===== config.mk =====
export PLATFORM = sky130hd
export DESIGN_NAME = opEncMac
export DESIGN_NICKNAME = d
export VERILOG_FILES = /design/src/rtl/opEncPkg.sv /design/src/rtl/opEncCtrl.sv /design/src/rtl/opEncDatapath.sv /design/src/rtl/opEncMac.sv
export SDC_FILE = /design/constraint.sdc
export NUM_CORES = 1
export LEC_CHECK = 0
export CORE_MARGIN = 3
export CORE_UTILIZATION = 40
export CTS_CLUSTER_DIAMETER = 60
export DETAILED_ROUTE_END_ITERATION = 8
export GPL_ROUTABILITY_DRIVEN = 0
export PLACE_DENSITY = 0.66
export REMOVE_ABC_BUFFERS = 1
export SYNTH_ARGS = -nofsm -noshare
export SYNTH_HDL_FRONTEND = slang
export SYNTH_HIERARCHICAL = 1
export SYNTH_SLANG_ARGS = --single-unit

===== constraint.sdc =====
create_clock -name clk -period 6.26 [get_ports clk]
set_input_delay 0.939 -clock clk [delete_from_list [all_inputs] [get_ports clk]]
set_output_delay 0.939 -clock clk [all_outputs]
set_load 0.02 [all_outputs]

===== src/rtl/opEncPkg.sv =====
package opEncPkg;
  // strobes from the sequencer into the datapath
  typedef struct packed {
    logic load;      // capture operands and encode
    logic clearAcc;  // zero the accumulator on load
    logic step;      // process the selected digit pair
  } strobe_t;
endpackage


===== src/rtl/opEncCtrl.sv =====
module opEncCtrl
  import opEncPkg::*;
#(
  parameter int ROWS = 4,
  parameter int COLS = 8,
  localparam int RW = (ROWS > 1) ? $clog2(ROWS) : 1,
  localparam int CW = (COLS > 1) ? $clog2(COLS) : 1
) (
  input  logic          clk,
  input  logic          rstN,
  input  logic          start,
  input  logic          chain,
  output strobe_t       strobe,
  output logic [RW-1:0] rowIdx,
  output logic [CW-1:0] colIdx,
  output logic          busy,
  output logic          done
);
  logic accept;
  logic lastCol;
  logic lastPair;

  always_comb begin
    accept         = start && !busy;
    lastCol        = (colIdx == CW'(COLS - 1));
    lastPair       = busy && lastCol && (rowIdx == RW'(ROWS - 1));
    strobe.load    = accept;
    strobe.clearAcc = accept && !chain;
    strobe.step    = busy;
  end

  always_ff @(posedge clk or negedge rstN) begin
    if (!rstN) begin
      busy   <= 1'b0;
      done   <= 1'b0;
      rowIdx <= '0;
      colIdx <= '0;
    end else begin
      done <= lastPair;
      if (accept) begin
        busy   <= 1'b1;
        rowIdx <= '0;
        colIdx <= '0;
      end else if (busy) begin
        if (lastCol) begin
          colIdx <= '0;
          if (lastPair) busy <= 1'b0;
          else rowIdx <= rowIdx + RW'(1);
        end else begin
          colIdx <= colIdx + CW'(1);
        end
      end
    end
  end
endmodule


===== src/rtl/opEncDatapath.sv =====
module opEncDatapath
  import opEncPkg::*;
#(
  parameter int DATA_W = 8,
  parameter int ACC_W = 20,
  localparam int ROWS = DATA_W / 2,
  localparam int COLS = DATA_W,
  localparam int RW = (ROWS > 1) ? $clog2(ROWS) : 1,
  localparam int CW = (COLS > 1) ? $clog2(COLS) : 1,
  localparam int CNT_W = $clog2(ROWS * COLS + 1)
) (
  input  logic                    clk,
  input  logic                    rstN,
  input  strobe_t                 strobe,
  input  logic [RW-1:0]           rowIdx,
  input  logic [CW-1:0]           colIdx,
  input  logic [DATA_W-1:0]       actIn,
  input  logic [DATA_W-1:0]       wgtIn,
  output logic [3*ROWS-1:0]       boothDigits,
  output logic [2*COLS-1:0]       csdDigits,
  output logic signed [ACC_W-1:0] accOut,
  output logic [CNT_W-1:0]        eventCnt
);
  logic [3*ROWS-1:0] boothNext, boothQ;
  logic [2*COLS-1:0] csdNext, csdQ;
  logic [DATA_W:0]   actPad;
  logic [DATA_W:0]   wgtExt;
  logic              carry, carryNext;

  // radix-4 windows over the activation, implicit zero below bit 0
  always_comb begin
    actPad    = {actIn, 1'b0};
    boothNext = '0;
    for (int k = 0; k < ROWS; k++) begin
      boothNext[3*k +: 3] = 3'(int'(actPad[2*k]) + int'(actPad[2*k+1])
                               - 2 * int'(actPad[2*k+2]));
    end
  end

  // single carry pass gives the non-adjacent signed-digit form
  always_comb begin
    wgtExt    = {wgtIn[DATA_W-1], wgtIn};
    carry     = 1'b0;
    carryNext = 1'b0;
    csdNext   = '0;
    for (int i = 0; i < COLS; i++) begin
      carryNext = (wgtExt[i] & wgtExt[i+1]) | (wgtExt[i] & carry)
                | (wgtExt[i+1] & carry);
      csdNext[2*i +: 2] = 2'(int'(wgtExt[i]) + int'(carry) - 2 * int'(carryNext));
      carry = carryNext;
    end
  end

  logic signed [2:0]       bDig;
  logic signed [1:0]       cDig;
  logic signed [3:0]       pairProd;
  logic signed [ACC_W-1:0] pairExt;
  logic signed [ACC_W-1:0] pairShifted;
  logic                    pairHit;

  always_comb begin
    bDig        = boothQ[3*rowIdx +: 3];
    cDig        = csdQ[2*colIdx +: 2];
    pairProd    = bDig * cDig;
    pairExt     = ACC_W'(pairProd);
    pairShifted = pairExt <<< (2 * int'(rowIdx) + int'(colIdx));
    pairHit     = (bDig != 3'sd0) && (cDig != 2'sd0);
  end

  always_ff @(posedge clk or negedge rstN) begin
    if (!rstN) begin
      boothQ   <= '0;
      csdQ     <= '0;
      accOut   <= '0;
      eventCnt <= '0;
    end else if (strobe.load) begin
      boothQ   <= boothNext;
      csdQ     <= csdNext;
      eventCnt <= '0;
      if (strobe.clearAcc) accOut <= '0;
    end else if (strobe.step && pairHit) begin
      accOut   <= accOut + pairShifted;
      eventCnt <= eventCnt + CNT_W'(1);
    end
  end

  assign boothDigits = boothQ;
  assign csdDigits   = csdQ;
endmodule


===== src/rtl/opEncMac.sv =====
module opEncMac
  import opEncPkg::*;
#(
  parameter int DATA_W = 8,
  parameter int ACC_W = 20,
  localparam int ROWS = DATA_W / 2,
  localparam int COLS = DATA_W,
  localparam int RW = (ROWS > 1) ? $clog2(ROWS) : 1,
  localparam int CW = (COLS > 1) ? $clog2(COLS) : 1,
  localparam int CNT_W = $clog2(ROWS * COLS + 1)
) (
  input  logic                    clk,
  input  logic                    rstN,
  input  logic                    start,
  input  logic                    chain,
  input  logic [DATA_W-1:0]       actIn,
  input  logic [DATA_W-1:0]       wgtIn,
  output logic                    busy,
  output logic                    done,
  output logic signed [ACC_W-1:0] accOut,
  output logic [CNT_W-1:0]        eventCnt,
  output logic [3*ROWS-1:0]       boothDigits,
  output logic [2*COLS-1:0]       csdDigits
);
  strobe_t       strobe;
  logic [RW-1:0] rowIdx;
  logic [CW-1:0] colIdx;

  opEncCtrl #(.ROWS(ROWS), .COLS(COLS)) uCtrl (
    .clk(clk), .rstN(rstN), .start(start), .chain(chain),
    .strobe(strobe), .rowIdx(rowIdx), .colIdx(colIdx),
    .busy(busy), .done(done)
  );

  opEncDatapath #(.DATA_W(DATA_W), .ACC_W(ACC_W)) uDp (
    .clk(clk), .rstN(rstN), .strobe(strobe), .rowIdx(rowIdx), .colIdx(colIdx),
    .actIn(actIn), .wgtIn(wgtIn), .boothDigits(boothDigits),
    .csdDigits(csdDigits), .accOut(accOut), .eventCnt(eventCnt)
  );
endmodule


==> impl_summary.txt, run 1 <==
----------------------------------------------------
[Run status]
  Outcome ... finished clean

[Detailed routing]
  Number of design-rule violations left by the first detailed-router iteration ... 183
  Residual DRC count ... 0
  Avg WL per Cell ... 15.9 µm
  Count of vias placed by the detailed router ... 3733
  Final antenna-violating net count ... 0
  First-pass iteration count of the detailed router ... 4
  Final WL ... 10.5 mm
  Number of vias per cell ... 5.66

[Layout]
  N_diodes ... 0
  Share of post-route cells with drive strength above 1 ... 0.116
  Number of nets in the final layout ... 580
  Relative area change from synthesis to final layout ... 21.8%
  Highest-count cells in the layout ignoring fill and taps ... 74 x sky130_fd_sc_hd__clkdlybuf4s50_1, 60 x sky130_fd_sc_hd__dfrtp_1, 37 x sky130_fd_sc_hd__ha_1, 37 x sky130_fd_sc_hd__o21ai_0, 34 x sky130_fd_sc_hd__nor2_1
  Most frequent standard cell in the layout excluding fill and tap cells ... sky130_fd_sc_hd__clkdlybuf4s50_1

[Floorplan]
  Overall die area ... 12400 µm²
  Starting density of the core ... 0.421
  Core Area ... 10600 µm²
  Width of the die ... 111 µm
  Top-level I/O count ... 76
  Die height ... 111 µm
  Std cell rows ... 37

[Synthesis]
  Share of flip-flops with an asynchronous set or reset ... 1.00
  Leading cell types by total area after synthesis ... sky130_fd_sc_hd__dfrtp_1 34%, sky130_fd_sc_hd__ha_1 10%, sky130_fd_sc_hd__mux2_2 5.1%
  Synthesis-stage register bit count ... 60
  Synthesized instance count ... 458
  Post-synthesis sequential area ratio ... 0.338
  Number of warnings reported in the yosys synthesis log ... 6
  Mapped Area ... 4440 µm²
  Average footprint of a synthesized cell ... 9.70 µm²
  Top cell type's share of synthesized area ... 0.338
  Distinct cells, synth ... 65
  Primary flip-flop cell chosen by synthesis mapping ... sky130_fd_sc_hd__dfrtp_1
  Biggest area consumer among synthesized cells ... sky130_fd_sc_hd__dfrtp_1
  Number of enable flip-flop cells after synthesis ... 0

[Setup path]
  Worst EP required ... 6.50 ns
  Worst R2R Path Depth ... 19
  Setup slack, reg-to-reg ... 0.98 ns
  Type of element capturing the critical path ... flip-flop
  Critical path peak fanout ... 11
  Critical path data arrival time ... 5.52 ns
  Critical register-to-register path startpoint ... uCtrl/colIdx[1]
  Worst R2R End ... uDp/accOut[19]
  Critical Setup Path Class ... flip-flop to flip-flop
  Startpoint Class ... flip-flop

[Worst hold path]
  Launch instance of the worst min-delay path ... uDp/accOut[19]
  Worst Hold Endpoint ... uDp/accOut[19]
  Depth of the worst hold-timing path ... 1
  Path class of the lowest-slack min-delay path ... flip-flop to flip-flop

[Clocking]
  Number of H-tree levels ... 3
  Clk pin slew, worst setup/hold paths ... 0.07 ns
  Number of hold-repair buffers added at the cts stage ... 0
  Post-CTS Setup Repair Bufs ... 0
  Count of cells resized by post-cts repair ... 0
  Clock tree from TritonCTS ... done
  Maximum clock path buffer count ... 2
  Clk_lat worst skew ... 0.36 ns
  Number of clock buffers inserted by TritonCTS ... 9
  Root buf cell ... sky130_fd_sc_hd__clkbuf_8
  Number of sinks on the clock net ... 60

[Global routing]
  Vias in the first global route ... 3566
  Overflow after GRT ... 0
  Global-route wire length before repair ... 17.6 mm
  Number of antenna violations at the first check in global routing ... 0
  Pin count of the biggest net entering global routing ... 61
  Total track usage ... 0.171

[STA]
  Shortest period the worst path allows ... 5.28 ns
  Tightest Pin Transition ... 0.853 ns
  Max frequency ... 0.189 GHz
  TNS Setup ... 0 ns
  Number of endpoints with negative hold slack in the final report ... 0
  Final setup violation count ... 0
  Unrepaired setup endpoints after global routing ... no
  Clock skew ... 0.0115 ns
  Total count of max-transition violations in the final report ... 0
  Portion of the clock cycle consumed by the worst path in the final layout ... 0.843
  Relative slew slack ... 0.431

[Placed design]
  PortBufs ... 75
  Detail Placement HPWL ... 7.76 mm

[Job]
  Maxcap violations ... 0

----------------------------------------------------
layer usage:
layer / GRT usage / routed length (µm) / share of wire
met5: 0 / 0 / 0
met1: 0.231 / 4820 / 0.46
met3: 0.0429 / 639 / 0.061
met4: 0.0543 / 138 / 0.013
met2: 0.271 / 4920 / 0.47
worst max-delay path by stage:
stage / from / to / slack [ns] / cells after the start
5_1_grt: uCtrl/colIdx[1] / uDp/accOut[19] / 0.50 / 19
6_report: uCtrl/colIdx[1] / uDp/accOut[19] / 0.98 / 19
4_1_cts: uCtrl/colIdx[1] / uDp/accOut[19] / 1.02 / 19
3_5_place_dp: uCtrl/colIdx[1] / uDp/accOut[19] / 1.05 / 18
3_3_place_gp: uCtrl/colIdx[1] / uDp/accOut[19] / 1.17 / 18
2_1_floorplan: uCtrl/colIdx[1] / uDp/accOut[19] / 1.58 / 18
synthesized netlist by cell type, types with 10 or more instances:
master and number:
sky130_fd_sc_hd__clkbuf_1 15, sky130_fd_sc_hd__inv_1 20, sky130_fd_sc_hd__a21o_1 10, sky130_fd_sc_hd__ha_1 37, sky130_fd_sc_hd__dfrtp_1 60, sky130_fd_sc_hd__mux2_2 20, sky130_fd_sc_hd__xnor2_1 10, sky130_fd_sc_hd__a21oi_1 28
sky130_fd_sc_hd__nor2_1 34, sky130_fd_sc_hd__nand2_1 29, sky130_fd_sc_hd__o21ai_0 37, sky130_fd_sc_hd__nand3_1 24
final cells by class:
type | count | area, µm²
clock buffer | 11 | 151
timing repair buffer | 77 | 761
sequential | 60 | 1500
tap | 136 | 170
clock inverter | 4 | 25.0
fill | 994 | 5150
multi-input combinational | 351 | 2720
inverter | 21 | 81.3
sequential cells by signal (all words and copies together) (netlist names):
signal	cells
uCtrl/busy	1
uDp/eventCnt	6
uCtrl/rowIdx	2
uCtrl/done	1
uDp/csdDigits	16
uDp/boothDigits	11
uCtrl/colIdx	3
uDp/accOut	20
stage by stage:
step | hold WS (ns) | setup slack (ns) | cells | instance area, µm² | util
after floorplan | 0.589 | 1.58 | 432 | 4300 | -
after global placement | 0.499 | 1.17 | 645 | 5230 | 0.496
after detailed placement | 0.511 | 1.05 | 645 | 5230 | 0.496
after CTS | 0.519 | 1.02 | 660 | 5410 | 0.512
after global routing | 0.544 | 0.497 | 660 | 5410 | 0.512
final | 0.509 | 0.981 | 660 | 5410 | 0.512
cells by family (layout without fill, tap and decap cells):
kind of cell | after synthesis | count (layout) | share of synthesized area
mux | 41 | 41 | 0.133
xor+xnor | 20 | 20 | 0.0437
simple gates | 128 | 128 | 0.146
compound gates | 122 | 122 | 0.172
buf+inv | 47 | 113 | 0.0499
fa+ha+maj | 40 | 40 | 0.118
flops | 60 | 60 | 0.338
worst max-delay path: stages, from the launching register on:
cell	delay (ns)
sky130_fd_sc_hd__dfrtp_1	0.63
sky130_fd_sc_hd__mux4_2	0.60
sky130_fd_sc_hd__mux2_2	0.30
sky130_fd_sc_hd__and2_1	0.16
sky130_fd_sc_hd__ha_1	0.29
sky130_fd_sc_hd__ha_1	0.33
sky130_fd_sc_hd__inv_1	0.07
sky130_fd_sc_hd__mux2i_1	0.13
sky130_fd_sc_hd__o21ai_0	0.48
sky130_fd_sc_hd__nor2_1	0.07
sky130_fd_sc_hd__a21oi_1	0.14
sky130_fd_sc_hd__nor2_1	0.07
sky130_fd_sc_hd__ha_1	0.38
sky130_fd_sc_hd__o21a_1	0.13
sky130_fd_sc_hd__o21ai_0	0.15
sky130_fd_sc_hd__a211o_1	0.38
sky130_fd_sc_hd__a211oi_1	0.40
sky130_fd_sc_hd__o21ai_0	0.14
sky130_fd_sc_hd__nor3b_2	0.17
sky130_fd_sc_hd__mux2i_1	0.14
Power of run 1 is left out: the tool's default activity adds up to more than one toggle a clock period on the data nets, which glitch-free logic cannot reach.
==> run 2, diff against run 1 <==
Settings changed: PLACE_DENSITY 0.66 to 0.68.
Clock period 6.26 ns to 4.7 ns, I/O delays scaled along.
==> impl_summary.txt, run 2 (synthesis results as in run 1) <==
----------------------------------------------------
[Layout]
  Number of nets in the final layout ... 622 (+7.2%)
  Largest register FFs ... 20 (unchanged)
  N_diodes ... 0 (unchanged)
  Relative area change from synthesis to final layout ... 34.4%
  Highest-count cells in the layout ignoring fill and taps ... 74 x sky130_fd_sc_hd__clkdlybuf4s50_1, 59 x sky130_fd_sc_hd__dfrtp_1, 41 x sky130_fd_sc_hd__buf_4
  Number of filler cells placed in the layout ... 922 (-7.2%)
  Share of post-route cells with drive strength above 1 ... 0.229 (+0.113)
  Most frequent standard cell in the layout excluding fill and tap cells ... sky130_fd_sc_hd__clkdlybuf4s50_1
  Largest register by flop count ... uDp/accOut
  Post-Route Utilization ... 0.566 (+0.0532)

[Floorplan]
  Top-level I/O count ... 76 (unchanged)
  Core Area ... 10600 µm² (unchanged)
  Overall die area ... 12400 µm² (unchanged)
  Std cell rows ... 37 (unchanged)
  Starting density of the core ... 0.421 (unchanged)
  Width of the die ... 111 µm (unchanged)
  Die height ... 111 µm (unchanged)

[Global routing]
  Pin count of the biggest net entering global routing ... 44 (-28%)
  Total track usage ... 0.188 (+0.0171)
  Global-route wire length before repair ... 19.3 mm (+10%)
  Vias in the first global route ... 4072 (+14%)
  Overflow after GRT ... 0 (unchanged)
  Number of antenna violations at the first check in global routing ... 0 (unchanged)

[Setup path]
  Critical Setup Path Class ... flip-flop to flip-flop
  Critical path buffer and inverter count ... 2 (+1)
  Worst EP required ... 4.98 ns (-1.52 ns)
  Critical path peak fanout ... 5 (-6)
  Startpoint Class ... flip-flop
  Worst-path cell with the longest stage delay ... sky130_fd_sc_hd__mux4_2
  Cell type group with the largest total delay on the critical path ... multiplexers
  Crit-path max cell delay ... 0.52 ns (-0.11 ns)
  Worst path cell trace ... mux4_2 > mux2_2 > and2_1 > ha_4 > ha_4 > xnor2_4 > buf_12 > xnor2_4 > buf_4 > a21oi_1 > a31oi_1 > o21ai_1 > ha_1 > nand3_1 > o2bb2ai_1 > nor3_2 > o21ai_1 > o21ai_0 > nor3b_2 > mux2i_1
  Type of element capturing the critical path ... flip-flop
  Critical path data arrival time ... 4.75 ns (-0.77 ns)
  Crit. path cell count ... 20 (+1)
  Worst R2R Path Depth ... 20 (+1)
  Worst R2R End ... uDp/accOut[19]
  Setup slack, reg-to-reg ... 0.23 ns (-0.76 ns)
  Critical register-to-register path startpoint ... uCtrl/colIdx[1]

[Placed design]
  Detail Placement HPWL ... 8.39 mm (+8.1%)
  Worst-case setup slack after placement ... -0.153 ns (-1.20 ns)
  PortBufs ... 75 (unchanged)

[Detailed routing]
  Final antenna-violating net count ... 0 (unchanged)
  Residual DRC count ... 0 (unchanged)
  Number of vias per cell ... 5.57 (-1.5%)
  Final WL ... 11.6 mm (+10%)
  Count of vias placed by the detailed router ... 3915 (+4.9%)
  Avg WL per Cell ... 16.5 µm (+3.4%)
  First-pass iteration count of the detailed router ... 4 (unchanged)
  Number of design-rule violations left by the first detailed-router iteration ... 170 (-7.1%)

[Clocking]
  Number of hold-repair buffers added at the cts stage ... 0 (unchanged)
  Clk_lat worst skew ... 0.36 ns (about the same)
  Number of H-tree levels ... 3 (unchanged)
  Root buf cell ... sky130_fd_sc_hd__clkbuf_8
  Clock tree from TritonCTS ... done
  Clk pin slew, worst setup/hold paths ... 0.07 ns (about the same)
  Number of clock buffers inserted by TritonCTS ... 9 (unchanged)
  Maximum clock path buffer count ... 2 (unchanged)
  Number of sinks on the clock net ... 60 (unchanged)

[STA]
  Number of endpoints with negative hold slack in the final report ... 0 (unchanged)
  Clock skew ... 0.0166 ns (+0.00506 ns)
  Final setup violation count ... 0 (unchanged)
  Total count of max-transition violations in the final report ... 0 (unchanged)
  Relative slew slack ... 0.444 (+0.0121)
  Post-layout worst setup margin ... 0.225 ns (-0.755 ns)
  Max frequency ... 0.223 GHz (+18%)
  Shortest period the worst path allows ... 4.47 ns (-0.805 ns)
  Portion of the clock cycle consumed by the worst path in the final layout ... 0.952 (+0.109)
  Worst Hold Slack ... 0.325 ns (-0.184 ns)
  Unrepaired setup endpoints after global routing ... no
  Tightest Pin Transition ... 0.832 ns (-0.0206 ns)

[Worst hold path]
  Path class of the lowest-slack min-delay path ... input port to async pin

[Run status]
  Outcome ... finished clean

[Job]
  Maxcap violations ... 0 (unchanged)

----------------------------------------------------
[run 2: layout make-up]
| cell class | count | area, µm² | area share |
|---|---|---|---|
| flip-flops and latches | 60 | 1500 | 0.252 |
| clock inverters | 7 | 76.3 | 0.0128 |
| clock buffers | 9 | 124 | 0.0207 |
| repair buffers | 118 | 1080 | 0.182 |
| multi-input cells | 352 | 2930 | 0.491 |
| inverters | 21 | 81.3 | 0.0136 |
| well taps | 136 | 170 | 0.0285 |
[run 2: timing repair]
| item | 4_1_cts | 5_1_grt |
|---|---|---|
| endpoints found under the hold margin | 0 | 0 |
| gates resized for setup | 9 | 34 |
| endpoints found under the setup margin | 9 | 11 |
| gates cloned | 1 | 0 |
| buffers inserted | 2 | 4 |
| pin swaps | 2 | 13 |
[run 2: worst max path at each step]
stage	startpoint	to	slack [ns]
floorplan	uCtrl/colIdx[1]	uDp/accOut[19]	0.02
global placement	uCtrl/colIdx[1]	uDp/accOut[19]	-0.03
detailed placement	uCtrl/colIdx[1]	uDp/accOut[16]	-0.15
CTS	uCtrl/colIdx[1]	uDp/accOut[16]	0.02
global route	uCtrl/colIdx[1]	uDp/accOut[16]	0.005
finish	uCtrl/colIdx[1]	uDp/accOut[19]	0.23
[run 2: routing by layer]
layer	track usage	routed length, µm	up-vias
li1	-	-	1898
met1	0.229	4990	1888
met2	0.320	5740	105
met3	0.0511	597	24
met4	0.0714	249	0
met5	0	0	-
[run 2: metrics by stage]
step,std cells,cell area (µm²),TNS [ns]
CTS,699,5770,0
floorplan,432,4300,0
detailed placement,680,5500,-0.539
global route,703,5970,0
finish,703,5970,0
global placement,680,5500,-0.0316
[run 2: worst reg2reg max path, delay by kind of cell (launching register included)]
kind            cells  cell delay, ns
mux                 3            1.02
simple gates        4            0.81
fa+ha+maj           3            0.79
compound gates      6            0.75
flops               1            0.43
xor+xnor            2            0.32
buf+inv             2            0.28
Power of run 2 is left out for the same reason.
